### src/rtl/lcd_sync_gen.sv
module lcd_sync_gen #(
  parameter int TICKS_PER_PIX = 3,
  parameter int LINE_PIXELS   = 408,
  parameter int HS_WIDTH      = 90,
  parameter int FRAME_LINES   = 241,
  parameter int VS_LINES      = 3
) (
  input  logic clk,
  input  logic rst_n,
  input  logic hs_en,
  input  logic vs_en,
  output logic hs_n,
  output logic vs_n,
  output logic line_start,
  output logic frame_start
);

  localparam int HS_PERIOD = TICKS_PER_PIX * LINE_PIXELS;
  localparam int VS_PERIOD = HS_PERIOD * FRAME_LINES;
  localparam int VS_WIDTH  = HS_PERIOD * VS_LINES;
  localparam int HW = $clog2(HS_PERIOD + 1);
  localparam int VW = $clog2(VS_PERIOD + 1);
  localparam logic [HW-1:0] H_LAST = HW'(HS_PERIOD - 1);
  localparam logic [HW-1:0] H_PW   = HW'(HS_WIDTH);
  localparam logic [VW-1:0] V_LAST = VW'(VS_PERIOD - 1);
  localparam logic [VW-1:0] V_PW   = VW'(VS_WIDTH);

  initial begin
    vs_lines_range_chk: assert (VS_LINES >= 1 && VS_LINES <= 5 && HS_WIDTH >= 1 && HS_WIDTH < HS_PERIOD);
  end

  logic [HW-1:0] hcnt;
  logic [VW-1:0] vcnt;
  logic          h_on, v_on;

  always_ff @(posedge clk or negedge rst_n) begin
    if (!rst_n) begin
      h_on <= 1'b0;
      hcnt <= '0;
    end else if (!hs_en) begin
      h_on <= 1'b0;
      hcnt <= '0;
    end else begin
      h_on <= 1'b1;
      if (h_on) hcnt <= (hcnt == H_LAST) ? '0 : hcnt + HW'(1);
    end
  end

  always_ff @(posedge clk or negedge rst_n) begin
    if (!rst_n) begin
      v_on <= 1'b0;
      vcnt <= '0;
    end else if (!vs_en) begin
      v_on <= 1'b0;
      vcnt <= '0;
    end else begin
      v_on <= 1'b1;
      if (v_on) vcnt <= (vcnt == V_LAST) ? '0 : vcnt + VW'(1);
    end
  end

  assign hs_n        = ~(h_on && hcnt < H_PW);
  assign vs_n        = ~(v_on && vcnt < V_PW);
  assign line_start  = h_on && hcnt == '0;
  assign frame_start = v_on && vcnt == '0;


  line_strobe_edge_chk: assert property (@(posedge clk) disable iff (!rst_n)
    line_start |-> (!hs_n && $past(hs_n)));


  hs_fall_strobe_chk: assert property (@(posedge clk) disable iff (!rst_n)
    $fell(hs_n) |-> line_start);


  frame_strobe_edge_chk: assert property (@(posedge clk) disable iff (!rst_n)
    frame_start |-> (!vs_n && $past(vs_n)));


  vs_fall_strobe_chk: assert property (@(posedge clk) disable iff (!rst_n)
    $fell(vs_n) |-> frame_start);


  hs_off_chk: assert property (@(posedge clk) disable iff (!rst_n)
    !hs_en |=> (hs_n && !line_start));


  vs_off_chk: assert property (@(posedge clk) disable iff (!rst_n)
    !vs_en |=> (vs_n && !frame_start));


  line_single_chk: assert property (@(posedge clk) disable iff (!rst_n)
    line_start |=> !line_start);

endmodule

### config.mk
export PLATFORM = sky130hd
export DESIGN_NAME = lcd_sync_gen
export DESIGN_NICKNAME = d
export VERILOG_FILES = /design/src/rtl/lcd_sync_gen.sv
export SDC_FILE = /design/constraint.sdc
export NUM_CORES = 1
export LEC_CHECK = 0
export CAP_MARGIN = 20
export CORE_UTILIZATION = 30
export DETAILED_ROUTE_END_ITERATION = 10
export SYNTH_ARGS = -nofsm -noshare
export SYNTH_HDL_FRONTEND = slang
export SYNTH_SLANG_ARGS = --single-unit
### constraint.sdc
create_clock -name clk -period 5.23 [get_ports clk]
set_input_delay 1.046 -clock clk [delete_from_list [all_inputs] [get_ports clk]]
set_output_delay 1.046 -clock clk [all_outputs]
set_load 0.05 [all_outputs]
# ---- Yosys cells after proc, flatten, opt, wreduce, memory -nomap -nowiden
# Cells that the tools add are included.
dict set report word_totals {
  rom_bits 0
  latch_bits 0
  ram_bits 0
  word_cells 28
  mem_count 0
  inputBits 4
  ff_bits 32
  out_inout_bits 4
}
dict set report classes {
  shifts 0
  reduce_logical 6
  n_addsub 2
  mul 0
  div 0
  order_cmp 2
  muxes 8
  n_bitwise 2
  n_eq_ne 4
}
# op count
set ops {}
lappend ops {{2-to-1 mux 19 bit} 3}
lappend ops {{2-to-1 mux 11 bit} 3}
lappend ops {{adder 19 x 1 -> 19 bit, second input constant} 1}
lappend ops {{== test 19 bit, second input constant} 1}
lappend ops {{zero test 19 bit} 1}
lappend ops {{less-than comparator 19 x 12 -> 1 bit, second input constant} 1}
lappend ops {{adder 11 x 1 -> 11 bit, second input constant} 1}
lappend ops {{== test 11 bit, second input constant} 1}
lappend ops {{zero test 11 bit} 1}
lappend ops {{less-than comparator 11 x 7 -> 1 bit, second input constant} 1}
lappend ops {{logical AND 1 bit} 4}
lappend ops {{!= test 2 x 1 -> 1 bit, second input constant} 2}
lappend ops {{2-to-1 mux 1 bit} 2}
lappend ops {{NOT 1 bit} 2}

# ---- Logic depth before layout (Yosys ltp)
# Gate-level depths: netlist of the first run.
dict set report logic_depth {
  depth_word 4
  mapped_depth 7
}

# ---- Worst setup path before layout of the first run
# Ideal clock, no wire load.
dict set report synth_timing {
  path_type {register to output}
  startpoint {register vcnt[5]}
  endpoint {output frame_start}
  setup_slack_ps 2578
  stages_incl_launch_ff 5
  required_time_ps 4184
  arrival_ps 1606
  path_cell_list {dfrtp_1 -> buf_2 -> nor4_1 -> nand4_1 -> nor2_1}
}
dict set report synth_between {
  elab_chain_cells 2
}
# element line_no
set synth_lines {}
lappend synth_lines {{start: declaration} 33} ;# logic [VW-1:0] vcnt;
lappend synth_lines {{start signal: assignment} 58} ;# if (v_on) vcnt <= (vcnt == V_LAST) ? '0 : vcnt + VW'(1);
lappend synth_lines {{zero test 19 bit} 65} ;# assign frame_start = v_on && vcnt == '0;
lappend synth_lines {{logical AND 1 bit} 65}
lappend synth_lines {{end: declaration} 15} ;# output logic frame_start
# No other way between the ends.

# ---- Final worst setup path of the first run
dict set report layout_timing {
  startpoint {register hcnt[3]}
  endpoint {output line_start}
}
dict set report layout_between {
  elab_chain_cells 2
}
# element line_no
set layout_lines {}
lappend layout_lines {{start: declaration} 32} ;# logic [HW-1:0] hcnt;
lappend layout_lines {{start signal: assignment} 45} ;# if (h_on) hcnt <= (hcnt == H_LAST) ? '0 : hcnt + HW'(1);
lappend layout_lines {{zero test 11 bit} 64} ;# assign line_start = h_on && hcnt == '0;
lappend layout_lines {{logical AND 1 bit} 64}
lappend layout_lines {{end: declaration} 14} ;# output logic line_start,
# No other way between the ends.

==> impl_metrics.yaml, run 1 <==
worst_setup_path:
  path_buf_inv: 1
  regToRegSetupSlack_ns: 3.07
  r2r-start: "vcnt[0]"
  rr_endpoint: "vcnt[8]"
  cp.required_ns: 4.18
  cp_max_fo: 5
  critical_path.endpoint_type: "output port"
  crit_family: "buffers and inverters"
  crit_path_top_delay_cell: "clkdlybuf4s50_1"
  cpPeakStageDelay_ns: 0.79
  crit_path_start_kind: "flip-flop"
  reg2reg_depth: 5
  worstSetupPathType: "reg2out"
  cp_data_arrival_time_ns: 2.25
  critical_path.cell_chain: "or3_1 > nor4b_1 > and2_1 > clkdlybuf4s50_1"
placed_design:
  port_buffers: 7
  post-dp-hpwl_um: 2640
  gp_congestion: 0.820
  pre_cts_ws_ns: 2.24
synth:
  avgSynthCellArea_um2: 9.04
  ys.flop_type: "dfrtp_1"
  synth_warnings: 0
  synth_seq_cells: 32
  synth-edff-count: 0
  synthDistinctLibCells: 43
  synthesis.area_mm2: 0.00184
  netlist.area_leader.share_pct: 43.6
  yosys.area.top_type: "dfrtp_1"
  synth.area.top_cells: "dfrtp_1, nor2_1, xnor2_1, nand4_1, nand2_1"
  postSynthCellCount: 203
  ys_seq_area_share_pct: 43.6
  async_flop_share_pct: 100
  synth_nets: 211
global_routing:
  grt_pass1_wl_um: 6640
  grt_pass1_vias: 1544
  antenna_found_initial: 0
  gr-total-overflow: 0
  grt.total_usage_pct: 13.4
  grt_max_degree: 33
floorplan:
  die_x_um: 80.2
  ios: 8
  die-area_mm2: 0.00644
  start_util_pct: 31.0
  design.core.area_mm2: 0.00592
  die_y_um: 80.2
  rows: 28
sta:
  fin_crit_sh_pct: 63.0
  min_period_ns: 3.29
  setup_viol: 0
  finalSetupTns_ns: 0
  final-max-slew-violation-count: 0
  relSlewSlack_pct: 33.6
  rsz0062_at_grt: "no"
  tightest_slew_ns: 0.990
  clock-skew-final_ns: 0.00548
  finalHoldViolations: 0
  fmax_ghz: 0.304
  layout_setup_ws_ns: 1.94
cells_and_area:
  area_delta_synth_final_pct: 11.7
  most-common-layout-cells: "dfrtp_1, nor2_1, nand2_1"
  layout_commonest_cell: "dfrtp_1"
  utilization_pct: 34.6
  layout.nets: 220
  drive_gt1_share_pct: 6.13
  antenna_cells: 0
clock_network:
  cts.sinks: 32
  h-tree-depth: 2
  cts_tree: "built"
  cts_resized: 0
  ctsLongestPathBuffers: 2
  postCtsHoldBufs: 0
  cts_buffers: 5
  cts_setup_buffers: 0
  clk_latency_ns: 0.28
  cts-root-buf: "clkbuf_8"
  path_clk_slew_ns: 0.06
min_path:
  hold_path.startpoint: "vcnt[0]"
  whs_path_depth: 1
  hold_end: "vcnt[0]"
  hp-class: "reg2reg"
routing:
  wl_per_cell_um: 13.2
  vias: 1529
  ant_nets: 0
  first_pass_iters: 6
  wirelength_um: 3800
  route.detailed.drc: 0
  drt_iter0_markers: 72
  vias_per_cell: 5.33
power:
  finalPower_uw: 474
  vdd_drop_max_uv: 126
  p_leak_uw: 0.000788
  p_per_area_mw_per_mm2: 231
run_status:
  status: "finished clean"
flow_run:
  max_cap_violations: 0
sequential cells by signal, indices dropped and copies added, names as in the netlist:
name and flops:
vcnt 19, v_on 1, h_on 1, hcnt 11
worst max-delay path by stage:
stage	from	end	slack (ns)	cells past startpoint
4_1_cts	vcnt[5]	frame_start	1.92	4
3_3_place_gp	vcnt[5]	frame_start	2.22	4
2_1_floorplan	vcnt[5]	frame_start	2.58	4
5_1_grt	vcnt[5]	frame_start	1.83	4
3_5_place_dp	hcnt[3]	line_start	2.24	4
6_report	hcnt[3]	line_start	1.94	4
logic make-up after synthesis:
kind of cell               after synthesis  synth area share (%)
buffers and inverters                   14                  3.48
adders and majority gates                4                  2.73
DFF                                     32                  43.6
xor gates and xnor gates                14                  6.68
and+or+nand+nor                        103                  31.0
AOI/OAI and AO/OA                       36                  12.5
layer usage:
metal	GRT usage (%)	wire, um
met1	15.4	1730
met2	22.8	1830
met3	2.95	167
met4	8.04	84
met5	0	0
worst register-to-register path: stages (launching register included):
cell	delay, ns
dfrtp_1	0.42
ha_1	0.21
and2_1	0.26
nand4_1	0.17
o31ai_2	0.83
nor2_1	0.12
Yosys cell counts, drive strengths merged, types with 2 or more instances:
library cell	n
xnor2	9
clkbuf	2
or2	2
nand2	15
xor2	5
dfrtp	32
nand4	11
ha	4
inv	8
nor2b	2
a21boi	2
a21oi	8
nand2b	4
nand3	10
or4	5
nand3b	2
nor2	23
buf	4
nor4	7
or3	7
o211ai	2
o31ai	5
nor3	7
and2	4
o21ai	12
power breakdown:
part	internal [uW]	leakage [uW]	switching [uW]
registers	251	0.000440	4.32
logic	14.0	0.000307	28.1
clock network	90.3	0.0000410	86.9
through the flow:
| step | cells | hold WS (ns) | cell area (um^2) |
|---|---|---|---|
| 5_1_grt | 287 | 0.585 | 2050 |
| 3_3_place_gp | 280 | 0.563 | 1970 |
| 3_5_place_dp | 280 | 0.562 | 1970 |
| 2_1_floorplan | 203 | 0.523 | 1840 |
| 4_1_cts | 287 | 0.573 | 2050 |
| 6_report | 287 | 0.567 | 2050 |
layout make-up:
type / count / area, um^2
timing repair buffer: 8 / 77.6
clock inverter: 1 / 5.00
tap: 75 / 93.8
multi-input combinational: 157 / 971
inverter: 8 / 30.0
clock buffer: 6 / 72.6
fill: 605 / 3870
sequential: 32 / 801
No activity file was read; power rests on OpenSTA's default activity.
==> run 2, diff against run 1 <==
==> constraint.sdc (replaced) <==
create_clock -name clk -period 3.2 [get_ports clk]
set_input_delay 0.64 -clock clk [delete_from_list [all_inputs] [get_ports clk]]
set_output_delay 0.64 -clock clk [all_outputs]
set_load 0.05 [all_outputs]
==> impl_metrics.yaml, run 2 (same netlist as run 1, synthesis figures left out) <==
power:
  p_comb_share_pct: 9.1
  switching_share_pct: 25.2
  seq_power_share_pct: 53.6
  cellInternalPower_uw: 582
  vdd_drop_max_uv: 256
  power_switching_uw: 196
  p_clk_share_pct: 37.3
  p_leak_uw: 0.000798
  finalPower_uw: 778
  p_per_area_mw_per_mm2: 377
floorplan:
  die_x_um: 80.2
  start_util_pct: 31.0
  design.core.area_mm2: 0.00592
  die-area_mm2: 0.00644
  rows: 28
  ios: 8
  die_y_um: 80.2
worst_setup_path:
  critical_path.endpoint_type: "output port"
  critical_path.cell_chain: "or3_1 > nor4b_1 > and2_1 > clkdlybuf4s50_1"
  cp.required_ns: 2.56
  path_buf_inv: 1
  reg2reg_depth: 4
  r2r-start: "hcnt[5]"
  cp_max_fo: 4
  crit_family: "simple AND/OR/NAND/NOR gates"
  worstSetupPathType: "reg2out"
  cp_data_arrival_time_ns: 2.29
  regToRegSetupSlack_ns: 1.31
  crit_path_top_delay_cell: "clkdlybuf4s50_1"
  crit_path_start_kind: "flip-flop"
  cpPeakStageDelay_ns: 0.79
  rr_endpoint: "hcnt[7]"
sta:
  clock-skew-final_ns: 0.00473
  tightest_slew_ns: 0.491
  min_period_ns: 2.93
  rsz0062_at_grt: "no"
  relSlewSlack_pct: 67.2
  finalHoldViolations: 0
  setup_viol: 0
  final-max-slew-violation-count: 0
  fin_crit_sh_pct: 91.5
  fmax_ghz: 0.342
  finalSetupTns_ns: 0
min_path:
  hold_end: "vcnt[0]"
  hold_path.startpoint: "vcnt[0]"
  whs_path_depth: 1
  hp-class: "reg2reg"
clock_network:
  cts-root-buf: "clkbuf_8"
  cts.sinks: 32
  cts_setup_buffers: 0
  ctsLongestPathBuffers: 2
  path_clk_slew_ns: 0.07
  cts_resized: 0
  cts_buffers: 5
  clk_latency_ns: 0.28
  cts_tree: "built"
  h-tree-depth: 2
  postCtsHoldBufs: 0
global_routing:
  grt_max_degree: 33
  grt.total_usage_pct: 14.1
  grt_pass1_vias: 1482
  antenna_found_initial: 0
  grt_pass1_wl_um: 6880
  gr-total-overflow: 0
placed_design:
  port_buffers: 7
  post-dp-hpwl_um: 2730
  gp_congestion: 0.781
  post_dp_cell_area_mm2: 0.00199
routing:
  vias: 1493
  wirelength_um: 3790
  vias_per_cell: 5.17
  drt_iter0_markers: 64
  wl_per_cell_um: 13.1
  ant_nets: 0
  first_pass_iters: 4
  route.detailed.drc: 0
cells_and_area:
  largestRegisters: "vcnt (19), hcnt (11)"
  area_delta_synth_final_pct: 12.5
  layout_commonest_cell: "dfrtp_1"
  largest_reg_flops: 19
  antenna_cells: 0
  layout.nets: 222
  drive_gt1_share_pct: 7.01
  fin_area_mm2: 0.00207
  fillers: 621
  largest_register: "vcnt"
  most-common-layout-cells: "dfrtp_1, nor2_1, nand2_1"
flow_run:
  max_cap_violations: 0
run_status:
  status: "finished clean"
-- run 2: cell count changes in the layout (fill, tap and decap cells not counted) --
cell	change
buf_4	+2
-- run 2: layout make-up --
class,instances,area [um^2],share of cell area (%)
multi-input combinational,157,971,47.0
sequential,32,801,38.8
tap,75,93.8,4.54
timing repair buffer,10,92.6,4.48
clock buffer,6,72.6,3.51
inverter,8,30.0,1.45
clock inverter,1,5.00,0.242
-- run 2: stage by stage --
stage	hold slack [ns]	utilization, %	instances	setup slack [ns]
global placement	0.555	33.6	282	0.601
CTS	0.580	34.9	289	0.264
detailed placement	0.569	33.6	282	0.580
global route	0.607	34.9	289	0.190
finish	0.574	34.9	289	0.273
floorplan	0.344	-	203	0.954
-- run 2: how the worst max path moves through the flow --
| stage | slack [ns] | from | cells after the start | to |
|---|---|---|---|---|
| 2_1_floorplan | 0.95 | vcnt[5] | 4 | frame_start |
| 3_3_place_gp | 0.60 | vcnt[5] | 4 | frame_start |
| 3_5_place_dp | 0.58 | hcnt[5] | 4 | line_start |
| 4_1_cts | 0.26 | hcnt[5] | 4 | line_start |
| 5_1_grt | 0.19 | hcnt[5] | 4 | line_start |
| 6_report | 0.27 | hcnt[5] | 4 | line_start |
-- run 2: routing by layer --
metal | share of wire (%) | GRT usage [%]
met4 | 1.8 | 5.89
met5 | 0 | 0
met1 | 48 | 17.2
met2 | 48 | 23.6
met3 | 2.5 | 3.41
-- run 2: power groups by stage --
stage | Sequential, uW | Combinational [uW] | Clock [uW]
global route | 418 | 79.6 | 323
finish | 417 | 70.6 | 291
global placement | 425 | 72.2 | 0
CTS | 417 | 72.6 | 308
floorplan | 423 | 43.0 | 0
detailed placement | 425 | 72.3 | 0
==> run 3, diff against run 2 <==
--- a/config.mk
+++ b/config.mk
@@ -6,7 +6,7 @@
 export NUM_CORES = 1
 export LEC_CHECK = 0
 export CAP_MARGIN = 20
-export CORE_UTILIZATION = 30
+export CORE_UTILIZATION = 39
 export DETAILED_ROUTE_END_ITERATION = 10
 export SYNTH_ARGS = -nofsm -noshare
 export SYNTH_HDL_FRONTEND = slang
==> impl_metrics.yaml, run 3 (same netlist as run 1, synthesis figures left out) <==
run_status:
  status: "finished clean"
worst_setup_path:
  worstSetupPathType: "reg2out"
  critical_path.cell_chain: "or3_1 > nor4b_1 > and2_1 > clkdlybuf4s50_1"
  cp-startpoint: "hcnt[5]"
  path_buf_inv: 1
  cpPeakStageDelay_ns: 0.79
  regToRegSetupSlack_ns: 1.21
  r2r-start: "vcnt[7]"
  critical_path.endpoint_type: "output port"
  cp_data_arrival_time_ns: 2.28
  cp.required_ns: 2.56
  crit_path_top_delay_cell: "clkdlybuf4s50_1"
  crit_family: "simple AND/OR/NAND/NOR gates"
  cp_max_fo: 4
  crit_path_start_kind: "flip-flop"
cells_and_area:
  final_cells: 267
  layout_commonest_cell: "dfrtp_1"
  antenna_cells: 0
  area_delta_synth_final_pct: 11.7
  largest_register: "vcnt"
  most-common-layout-cells: "dfrtp_1, nor2_1, nand2_1"
  fillers: 445
  largest_reg_flops: 19
  largestRegisters: "vcnt (19), hcnt (11)"
  drive_gt1_share_pct: 6.98
  layout.nets: 222
clock_network:
  cts_buffers: 5
  cts-root-buf: "clkbuf_8"
  ctsLongestPathBuffers: 2
  h-tree-depth: 2
  clk_latency_ns: 0.29
  cts.sinks: 32
  cts_setup_buffers: 0
  cts_resized: 0
  postCtsHoldBufs: 0
  cts_tree: "built"
  path_clk_slew_ns: 0.07
global_routing:
  grt_max_degree: 33
  grt_pass1_vias: 1422
  grt.total_usage_pct: 18.0
  antenna_found_initial: 0
  gr-total-overflow: 0
  grt_pass1_wl_um: 6900
sta:
  final-max-slew-violation-count: 0
  clock-skew-final_ns: 0.00533
  layout_setup_ws_ns: 0.279
  tightest_slew_ns: 0.560
  setup_viol: 0
  fin_crit_sh_pct: 91.3
  finalHoldViolations: 0
  relSlewSlack_pct: 62.4
  whs_ns: 0.574
  min_period_ns: 2.92
  finalSetupTns_ns: 0
  rsz0062_at_grt: "no"
  fmax_ghz: 0.342
floorplan:
  die-area_mm2: 0.00499
  die_x_um: 70.6
  design.core.area_mm2: 0.00444
  start_util_pct: 41.3
  rows: 24
  ios: 8
  die_y_um: 70.6
min_path:
  hp-class: "reg2reg"
  hold_path.startpoint: "vcnt[0]"
routing:
  wl_per_cell_um: 14.7
  wirelength_um: 3930
  drt_iter0_markers: 90
  ant_nets: 0
  vias_per_cell: 5.66
  first_pass_iters: 4
  route.detailed.drc: 0
  vias: 1511
placed_design:
  dp_cells: 259
  gp_congestion: 0.776
  post-dp-hpwl_um: 2730
  pre_cts_ws_ns: 0.585
  port_buffers: 7
power:
  p_per_area_mw_per_mm2: 397
  p_leak_uw: 0.000803
  vdd_drop_max_uv: 164
flow_run:
  max_cap_violations: 0
run 3: cell types whose count changed in the layout (fill, tap and decap cells not counted):
cell      delta
clkinv_2     -1
clkbuf_8     +1
clkbuf_1     +1
run 3: path summary, 6_finish.rpt:
| check | to | cells past startpoint |
|---|---|---|
| min in group asynchronous | hcnt[1] | 2 |
| hold / removal | vcnt[0] | 1 |
| setup reg to reg | vcnt[11] | 5 |
| setup / recovery | line_start | 4 |
| hold reg to reg | vcnt[0] | 1 |
| max in group asynchronous | vcnt[14] | 2 |
run 3: layout make-up:
type	count	area, um^2	area share (%)
sequential	32	801	39.1
timing repair buffer	10	92.6	4.52
tap	52	65.1	3.17
clock buffer	8	90.1	4.40
inverter	8	30.0	1.47
multi-input combinational	157	971	47.4
run 3: power by group:
part / leakage, uW / internal, uW / switching [uW] / total (uW)
registers: 0.000440 / 410 / 7.25 / 417
logic: 0.000317 / 24.9 / 47.4 / 72.3
clock network: 0.0000455 / 175 / 149 / 325
total: 0.000803 / 610 / 204 / 814
run 3: through the flow:
| step | instance area (um^2) | utilization [%] | power (uW) |
|---|---|---|---|
| after CTS | 2050 | 46.1 | 826 |
| after global placement | 1960 | 44.1 | 497 |
| after detailed placement | 1960 | 44.1 | 498 |
| final | 2050 | 46.1 | 814 |
| after global routing | 2050 | 46.1 | 849 |
| after floorplan | 1840 | - | 466 |
run 3: layer usage:
layer  up-vias  GRT usage, %  wire length (um)
li1        756             -                 -
met1       717          25.9              2000
met2        34          25.9              1680
met3         4          4.99               191
met4         0          6.67                48
met5         -             0                 0
